**src/rtl/mvfa_pkg.sv**
```systemverilog
package mvfa_pkg;

    localparam int NODE_N  = 17;
    localparam int GATE_N  = 3;
    localparam int CODE_W  = 3;
    localparam int LOC_W   = 5;
    localparam int OUT_W   = NODE_N + 2;
    localparam int CROSS_SITE = 1;

    // nodes that sit in an inverting chain or on a wire corner (bit i-1 = node i)
    localparam logic [NODE_N-1:0] FLIP_SITES = 17'h07588;

    typedef enum logic [CODE_W-1:0] {
        FLT_NONE  = 3'b000,
        FLT_FLIP  = 3'b001,
        FLT_VLOSS = 3'b010,
        FLT_CLOSS = 3'b011,
        FLT_CROSS = 3'b100
    } flt_e;

    typedef enum logic [1:0] {
        GM_NORMAL = 2'd0,
        GM_VLOSS  = 2'd1,
        GM_CLOSS  = 2'd2
    } gmode_e;

    function automatic logic maj3(input logic x, input logic y, input logic z);
        return (x & y) | (x & z) | (y & z);
    endfunction

endpackage

```
**src/rtl/mvfa_decode.sv**
```systemverilog
module mvfa_decode
    import mvfa_pkg::*;
(
    input  logic                    en,
    input  logic [CODE_W-1:0]       code,
    input  logic [LOC_W-1:0]        loc,
    output logic [NODE_N-1:0]       flip_mask,
    output gmode_e [GATE_N-1:0]     gmode,
    output logic                    cross_on
);

    logic [NODE_N-1:0] hit;

    always_comb begin
        for (int i = 0; i < NODE_N; i++) begin
            hit[i] = (loc == LOC_W'(i + 1));
        end
        flip_mask = (en && code == FLT_FLIP) ? (hit & FLIP_SITES) : '0;
        cross_on  = en && (code == FLT_CROSS) && (loc == LOC_W'(CROSS_SITE));
    end

    for (genvar g = 0; g < GATE_N; g++) begin : g_mode
        always_comb begin
            gmode[g] = GM_NORMAL;
            if (en && loc == LOC_W'(g + 1)) begin
                unique case (code)
                    FLT_VLOSS: gmode[g] = GM_VLOSS;
                    FLT_CLOSS: gmode[g] = GM_CLOSS;
                    default:   gmode[g] = GM_NORMAL;
                endcase
            end
        end
    end

endmodule

```
**src/rtl/mvfa_gate.sv**
```systemverilog
module mvfa_gate
    import mvfa_pkg::*;
(
    input  logic   v1,
    input  logic   v2,
    input  logic   h,
    input  gmode_e mode,
    output logic   y
);

    always_comb begin
        unique case (mode)
            GM_VLOSS: y = h;
            GM_CLOSS: y = maj3(~v1, ~v2, h);
            default:  y = maj3(v1, v2, h);
        endcase
    end

endmodule

```
**src/rtl/mvfa_outreg.sv**
```systemverilog
module mvfa_outreg #(
    parameter int W       = 19,
    parameter bit REG_OUT = 1'b1
) (
    input  logic         clk,
    input  logic         rst,
    input  logic [W-1:0] d,
    output logic [W-1:0] q
);

    if (REG_OUT) begin : g_reg
        always_ff @(posedge clk) begin
            if (rst) q <= '0;
            else     q <= d;
        end
    end else begin : g_pass
        assign q = d;
    end

endmodule

```
**src/rtl/mvfa_inject.sv**
```systemverilog
module mvfa_inject
    import mvfa_pkg::*;
#(
    parameter bit REG_OUT = 1'b1
) (
    input  logic              clk,
    input  logic              rst,
    input  logic              a,
    input  logic              b,
    input  logic              cin,
    input  logic              fault_en,
    input  logic [2:0]        fault_code,
    input  logic [4:0]        fault_loc,
    output logic              sum,
    output logic              cout,
    output logic [NODE_N-1:0] nodes
);

    logic [NODE_N-1:0]   fm;
    gmode_e [GATE_N-1:0] gm;
    logic                cross_on;

    logic n01, n02, n03, n04, n05, n06, n07, n08, n09;
    logic n10, n11, n12, n13, n14, n15, n16, n17;
    logic g1_y, g2_y, g3_y, chain_v;
    logic [OUT_W-1:0] comb_v, reg_v;

    mvfa_decode u_dec (
        .en        (fault_en),
        .code      (fault_code),
        .loc       (fault_loc),
        .flip_mask (fm),
        .gmode     (gm),
        .cross_on  (cross_on)
    );

    // entry wires and gate-1 feeds
    assign n01 = a   ^ fm[0];
    assign n02 = b   ^ fm[1];
    assign n03 = cin ^ fm[2];
    assign n04 = n01 ^ fm[3];
    assign n05 = n02 ^ fm[4];
    assign n06 = n03 ^ fm[5];

    mvfa_gate u_g1 (.v1(n04), .v2(n05), .h(n06), .mode(gm[0]), .y(g1_y));
    assign n07 = g1_y ^ fm[6];

    // inverted carry-in chain crossing the b feed of gate 2
    assign n08     = ~n03 ^ fm[7];
    assign n09     = n01 ^ fm[8];
    assign chain_v = n08 ^ fm[10] ^ cross_on;
    assign n11     = chain_v;
    assign n10     = cross_on ? chain_v : (n02 ^ fm[9]);

    mvfa_gate u_g2 (.v1(n09), .v2(n10), .h(n11), .mode(gm[1]), .y(g2_y));
    assign n12 = g2_y ^ fm[11];

    // second level
    assign n13 = ~n07 ^ fm[12];
    assign n14 = n12 ^ fm[13];
    assign n15 = n13 ^ fm[14];
    assign n16 = n03 ^ fm[15];

    mvfa_gate u_g3 (.v1(n14), .v2(n15), .h(n16), .mode(gm[2]), .y(g3_y));
    assign n17 = g3_y ^ fm[16];

    assign comb_v = {n17, n07,
                     n17, n16, n15, n14, n13, n12, n11, n10, n09,
                     n08, n07, n06, n05, n04, n03, n02, n01};

    mvfa_outreg #(.W(OUT_W), .REG_OUT(REG_OUT)) u_out (
        .clk (clk),
        .rst (rst),
        .d   (comb_v),
        .q   (reg_v)
    );

    assign sum   = reg_v[OUT_W-1];
    assign cout  = reg_v[OUT_W-2];
    assign nodes = reg_v[NODE_N-1:0];

endmodule

```
**config.mk**
```make
export PLATFORM = sky130hd
export DESIGN_NAME = mvfa_inject
export DESIGN_NICKNAME = d
export VERILOG_FILES = /design/src/rtl/mvfa_pkg.sv /design/src/rtl/mvfa_decode.sv /design/src/rtl/mvfa_gate.sv /design/src/rtl/mvfa_outreg.sv /design/src/rtl/mvfa_inject.sv
export SDC_FILE = /design/constraint.sdc
export NUM_CORES = 1
export LEC_CHECK = 0
export BUFFER_PORTS_ARGS = -buffer_cell sky130_fd_sc_hd__buf_2
export CAP_MARGIN = 5
export CORE_ASPECT_RATIO = 0.6
export CORE_MARGIN = 1.5
export CORE_UTILIZATION = 50
export DETAILED_ROUTE_END_ITERATION = 10
export GPL_TIMING_DRIVEN = 0
export PLACE_DENSITY = 0.76
export SKIP_LAST_GASP = 1
export SYNTH_ARGS = -nofsm -noshare
export SYNTH_HDL_FRONTEND = slang
export SYNTH_HIERARCHICAL = 1
export SYNTH_SLANG_ARGS = --single-unit
```
**constraint.sdc**
```tcl
create_clock -name clk -period 10.1 [get_ports clk]
set_input_delay 2.02 -clock clk [delete_from_list [all_inputs] [get_ports clk]]
set_output_delay 2.02 -clock clk [all_outputs]
set_load 0.005 [all_outputs]
```
### Word-level counts from Yosys, hierarchy flattened

Index checks and enable logic that the tools add are counted.

| storage, ports and cells | value |
|---|---|
| register bits | 19 |
| latch bits | 0 |
| RAM bits | 0 |
| memory bits (read-only) | 0 |
| input bits | 14 |
| output and inout bits | 19 |
| word-level logic and storage cells | 92 |
| memories | 0 |

| cells by class | value |
|---|---|
| add/sub/neg operators | 0 |
| multiply operators | 0 |
| divide/modulo/power cells | 0 |
| magnitude comparators | 0 |
| eq/ne operators | 20 |
| shift operators | 0 |
| multiplexer cells | 9 |
| bitwise gates (word level) | 56 |
| reductions and logical operators | 6 |

Operators by type and width:

| kind | number |
|---|---|
| $eq 5x4->1 const B | 6 |
| $and 1x1->1 | 18 |
| $xor 1x1->1 | 16 |
| $mux 15 | 1 |
| $or 1x1->1 | 12 |
| $eq 5x2->1 const B | 2 |
| $not 1->1 | 8 |
| $eq 2x1->1 const B | 3 |
| $eq 2x2->1 const B | 3 |
| $eq 3x2->1 const B | 2 |
| $logic_and 1x1->1 | 6 |
| $mux 2 | 3 |
| $pmux 1 s2 | 3 |
| $eq 5x1->1 const B | 1 |
| $eq 5x3->1 const B | 1 |
| $pmux 2 s2 | 1 |
| $eq 3x1->1 const B | 1 |
| $eq 3x3->1 const B | 1 |
| $xor 1x1->1 const B | 2 |
| $mux 1 | 1 |

### Logic depth before layout (Yosys ltp)

| depth | value |
|---|---|
| depth after elaboration | 22 |
| gate-level depth with buffers | 16 |
| gate-level depth less buffers | 15 |

### By module

Netlist, hierarchy kept.

By module, submodules not included:

| module | times used | cells each | area an instance (um2) | seq. area each (um2) |
|---|---|---|---|---|
| mvfa_outreg | 1 | 39 | 516.7 | 380.4 |
| mvfa_gate | 3 | 12 | 93.8 | 0.0 |
| mvfa_decode | 1 | 37 | 256.5 | 0.0 |
| mvfa_inject | 1 | 22 | 198.9 | 0.0 |

### Worst setup path before layout

No wires, ideal clock.

| timing path | value |
|---|---|
| path kind | input to register |
| from | input fault_loc[4] |
| to | register u_out.q[16] |
| library setup time | 0.058 ns |
| data arrival time | 5.389 ns |
| required time | 10.042 ns |
| setup slack | 4.653 ns |
| stages | 14 |
| buffers on the path | 0 |
| cells stage by stage | or4b_4 nor4_1 xnor2_1 xnor2_1 mux2i_1 o21ai_0 and3_4 a2111oi_2 xor2_1 xor2_1 a311oi_1 a2111oi_2 xor2_1 and2b_1 |

| on the way | value |
|---|---|
| longest elaborated chain between the ends | 19 |
| elaborated cells on any way between the ends | 73 |
| classes of those cells | 16 x eq/ne; 8 x mux; 45 x bitwise; 4 x reduce/logical |

Ends and longest elaborated chain:

| element | RTL line | text |
|---|---|---|
| start, declared | mvfa_inject.sv:13 | `input logic [4:0] fault_loc,` |
| $eq 5x4->1 (*) | mvfa_decode.sv:16 | `hit[i] = (loc == LOC_W'(i + 1));` |
| $mux 15 (*) | mvfa_decode.sv:18 | `flip_mask = (en && code == FLT_FLIP) ? (hit & FLIP_SITES) : '0;` |
| via fm[7] | mvfa_inject.sv:19 | `logic [NODE_N-1:0] fm;` |
| $xor 1x1->1 (*) | mvfa_inject.sv:49 | `assign n08 = ~n03 ^ fm[7];` |
| $xor 1x1->1 (*) (2 in series) | mvfa_inject.sv:51 | `assign chain_v = n08 ^ fm[10] ^ cross_on;` |
| $mux 1 (*) | mvfa_inject.sv:53 | `assign n10 = cross_on ? chain_v : (n02 ^ fm[9]);` |
| via n10 | mvfa_inject.sv:24 | `logic n10, n11, n12, n13, n14, n15, n16, n17;` |
| $not 1->1 | mvfa_gate.sv:14 | `GM_CLOSS: y = maj3(~v1, ~v2, h);` |
| [4 not listed] | n/a |  |
| via g2_y | mvfa_inject.sv:25 | `logic g1_y, g2_y, g3_y, chain_v;` |
| [1 not listed] | n/a |  |
| via n12 | mvfa_inject.sv:24 |  |
| [1 not listed] | n/a |  |
| via n14 | mvfa_inject.sv:24 |  |
| $not 1->1 | mvfa_gate.sv:14 |  |
| $and 1x1->1 | mvfa_pkg.sv:28 | `return (x & y) \| (x & z) \| (y & z);` |
| $or 1x1->1 (2 in series) | mvfa_pkg.sv:28 |  |
| $pmux 1 s2 (*) | mvfa_gate.sv:12 | `unique case (mode)` |
| via g3_y | mvfa_inject.sv:25 |  |
| $xor 1x1->1 (*) | mvfa_inject.sv:65 | `assign n17 = g3_y ^ fm[16];` |
| via n17 | mvfa_inject.sv:24 |  |
| end signal, assigned | mvfa_outreg.sv:13 | `if (rst) q <= '0;` |
| end signal, assigned | mvfa_outreg.sv:14 | `else q <= d;` |
| end, declared | mvfa_outreg.sv:8 | `output logic [W-1:0] q` |

Mark *: on every way through the listed nets, which the timed path passes. The rest lies on a longest branch.
A chain may end at the register's enable or synchronous reset.

### Final worst setup path

Same ends and word-level chain as after synthesis.

==> impl_summary.txt <==
----------------------------------------------------
[Clock network]
  Cts bufs inserted ... 3
  Clock slew at the register clock pins of the worst setup and hold paths ... 0.07 ns
  Maximum level of the CTS H-tree ... 1
  Resized cells post-CTS ... 0
  TritonCTS clock tree ... yes
  Buffer type at the clock tree root ... sky130_fd_sc_hd__clkbuf_8
  Sink count of the clock tree ... 19
  Post-CTS Hold Buffers ... 0
  Buffer count from post-CTS setup fixing ... 0
  Maximum count of clock buffers along a single path ... 2

[STA]
  Minimum setup slack in the final design ... 4.059 ns
  Max-slew violation total from the final report ... 0
  Shortest clock period the worst path allows after layout ... 6.041 ns
  Setup repair after global routing missed its margin ... false
  Finish-stage setup viols ... 0
  Final-layout setup total negative slack ... 0 ns
  Slew at the pin with the worst max-slew slack ... 0.7235 ns
  Worst relative slew slack ... 51.32%
  Total count of hold-check failures in the final report ... 0
  Highest attainable clock frequency ... 0.1655 GHz
  Worst Hold Margin ... 2.017 ns
  Final clock period utilization by the worst path ... 59.81%

[Die]
  Count of boundary I/O pins ... 33
  Number of rows created at floorplan ... 13
  Width of the die ... 67.65 um
  Initial standard-cell utilization of the core ... 55.45%
  Die Footprint ... 2827 um^2
  Die span in y ... 41.79 um
  Core Footprint ... 2261 um^2

[Global routing]
  GR Util All Layers ... 18.87%
  Vias in the first global route ... 941
  Remaining global-route overflow ... 0
  Largest net degree at the start of global routing ... 12
  First-pass GRT wire length ... 4043 um
  Initial antenna violation count ... 0

[Logic synthesis]
  Cell types occupying the most area after synthesis ... sky130_fd_sc_hd__dfxtp_1 30%, sky130_fd_sc_hd__nor2b_1 7.0%, sky130_fd_sc_hd__xnor2_1 7.0%, sky130_fd_sc_hd__buf_4 6.6%, sky130_fd_sc_hd__ha_1 6.0%
  Mapped Cells ... 134
  Number of synthesis warnings ... 6
  Total of flip-flops plus latches after synthesis ... 19
  Fraction of post-synthesis cell area in the top cell type by area ... 30.34%
  Share of flip-flops with an asynchronous set or reset after synthesis ... 0%
  Post-synthesis instance area ... 1254 um^2
  Commonest register cell after synthesis ... sky130_fd_sc_hd__dfxtp_1
  Number of flops mapped to enable cells by yosys ... 0
  Mean Syn Cell Area ... 9.356 um^2
  Post-synthesis cell type with the largest combined area ... sky130_fd_sc_hd__dfxtp_1
  Sequential fraction of the synthesis area ... 30.34%
  Number of distinct library cells after synthesis ... 29

[Placement]
  Count of buffers inserted at the top-level ports ... 32
  Global placement routability congestion ... 0.8592
  Post-Place Worst Slack ... 3.986 ns
  Half-perimeter wire length after placement ... 2005 um
  Area post-placement ... 1485 um^2

[Routing]
  Number of remaining DRC errors ... 0
  Average detailed-routed wire length per instance ... 11.51 um
  Routed Antenna Nets ... 0
  DRT Wirelength ... 2405 um
  Router iterations before antenna repair ... 4
  Via density per instance ... 5.019
  Number of vias after detailed routing ... 1049
  Drt first-iter violations ... 30

[Finish]
  Diode count ... 0
  Proportion of layout cells with a drive suffix above 1 ... 31.84%
  Finished Core Util ... 67.74%
  Largest regs ... u_out/q x19
  Net count reported at finish ... 200
  Multi-input combinational cell area ... 790.8 um^2
  Post-Layout Inst Area ... 1531 um^2
  Largest reg by FF count ... u_out/q
  Total of fill cells in the finished design ... 192
  Layout area overhead ... 22.16%
  Flip-flop count of the largest register after layout ... 19
  Area of all sequential standard cells ... 380.4 um^2

[Power and ir drop]
  Power density of the placed cells ... 134.0 nW/um^2
  IR Drop Worst-Case VDD ... 0.06112 mV
  Static leakage ... 0.6937 nW

[Job]
  Maximum capacitance violations ... 0

[Critical path]
  Sort of element at the end of the critical path ... register
  Worst Path Class, Setup ... in2reg
  Critical Path RT ... 10.30 ns
  Largest fanout of any net on the critical path ... 6
  Crit start category ... input pin
  Arrival @ worst endpoint ... 6.24 ns

[Status]
  Status ... finished, final reports clean

[Worst hold path]
  Type of the worst min-delay path ... in2reg

----------------------------------------------------
## Yosys cell counts (2+ instances only)
master / n
sky130_fd_sc_hd__inv_1: 8
sky130_fd_sc_hd__and3_4: 3
sky130_fd_sc_hd__ha_1: 6
sky130_fd_sc_hd__a2111oi_2: 3
sky130_fd_sc_hd__or4b_1: 2
sky130_fd_sc_hd__nand2b_1: 6
sky130_fd_sc_hd__a311oi_1: 3
sky130_fd_sc_hd__nor3_1: 15
sky130_fd_sc_hd__buf_4: 11
sky130_fd_sc_hd__o21ai_0: 3
sky130_fd_sc_hd__xnor2_1: 10
sky130_fd_sc_hd__dfxtp_1: 19
sky130_fd_sc_hd__and2b_1: 8
sky130_fd_sc_hd__nor2_1: 3
sky130_fd_sc_hd__nor2b_1: 14
sky130_fd_sc_hd__xor2_1: 7
## layer usage
layer / part of all wire [%] / vias up / GRT usage, %
met5: 0 / - / 0
met2: 47 / 47 / 30.20
met1: 44 / 475 / 24.47
met3: 7.4 / 4 / 3.523
met4: 1.0 / 0 / 8.163
li1: - / 523 / -
## critical path, stage by stage
cell and delay (ns):
sky130_fd_sc_hd__buf_2 0.11, sky130_fd_sc_hd__or4b_4 0.57, sky130_fd_sc_hd__nor4_1 0.57, sky130_fd_sc_hd__xnor2_1 0.23, sky130_fd_sc_hd__xnor2_1 0.21, sky130_fd_sc_hd__mux2i_1 0.38
sky130_fd_sc_hd__o21ai_0 0.19, sky130_fd_sc_hd__and3_4 0.21, sky130_fd_sc_hd__a2111oi_2 0.30, sky130_fd_sc_hd__xor2_1 0.26, sky130_fd_sc_hd__xor2_1 0.31, sky130_fd_sc_hd__a311oi_1 0.16
sky130_fd_sc_hd__a2111oi_2 0.38, sky130_fd_sc_hd__xor2_1 0.20, sky130_fd_sc_hd__and2b_1 0.14
## layout by cell type, fill, tap and decap left out, types with 3 or more instances in the layout
cell type | synthesis | layout
sky130_fd_sc_hd__xnor2_1 | 10 | 10
sky130_fd_sc_hd__nand2b_1 | 6 | 6
sky130_fd_sc_hd__and3_4 | 3 | 3
sky130_fd_sc_hd__buf_2 | 0 | 32
sky130_fd_sc_hd__clkbuf_8 | 0 | 3
sky130_fd_sc_hd__buf_4 | 11 | 11
sky130_fd_sc_hd__nor2_1 | 3 | 3
sky130_fd_sc_hd__and2b_1 | 8 | 8
sky130_fd_sc_hd__ha_1 | 6 | 6
sky130_fd_sc_hd__inv_1 | 8 | 8
sky130_fd_sc_hd__o21ai_0 | 3 | 3
sky130_fd_sc_hd__xor2_1 | 7 | 7
sky130_fd_sc_hd__nor3_1 | 15 | 15
sky130_fd_sc_hd__conb_1 | 1 | 10
sky130_fd_sc_hd__a2111oi_2 | 3 | 3
sky130_fd_sc_hd__nor2b_1 | 14 | 14
sky130_fd_sc_hd__a311oi_1 | 3 | 3
sky130_fd_sc_hd__dfxtp_1 | 19 | 19
## report_power, final
group          internal, mW  switching [mW]  total, mW
registers            0.0852         0.00188     0.0871
logic                0.0345          0.0322     0.0667
clock network        0.0274          0.0240     0.0514
total                 0.147          0.0581      0.205
## logic make-up after synthesis
family,synth area share (%)
AO/OA/AOI/OAI,6.886
XOR/XNOR,14.47
adder cells (fa/ha/maj),5.988
buffers and inverters,9.281
flip-flops,30.34
multiplexers,0.7984
other,0.2991
AND/OR/NAND/NOR,31.94
## worst paths after layout
| check | cells after the start | start | endpoint | slack [ns] |
|---|---|---|---|---|
| max | 15 | fault_loc[4] | u_out/q[16] | 4.06 |
| min | 2 | rst | u_out/q[2] | 2.02 |
## per-stage QoR
| stage | instances | power, mW |
|---|---|---|
| 2_1_floorplan | 143 | 0.1350 |
| 3_3_place_gp | 205 | 0.1531 |
| 3_5_place_dp | 205 | 0.1556 |
| 4_1_cts | 209 | 0.2070 |
| 5_1_grt | 209 | 0.2200 |
| 6_report | 209 | 0.2053 |
## area by class of cell
type / instances / share of cell area [%]
inverters: 8 / 1.961
clock buffers: 3 / 2.696
well taps: 30 / 2.451
flip-flops and latches: 19 / 24.84
multi-input cells: 104 / 51.63
repair buffers: 32 / 10.46
clock inverters: 1 / 0.3268
plain buffers: 12 / 5.637
(Power assumes the default switching activity.)
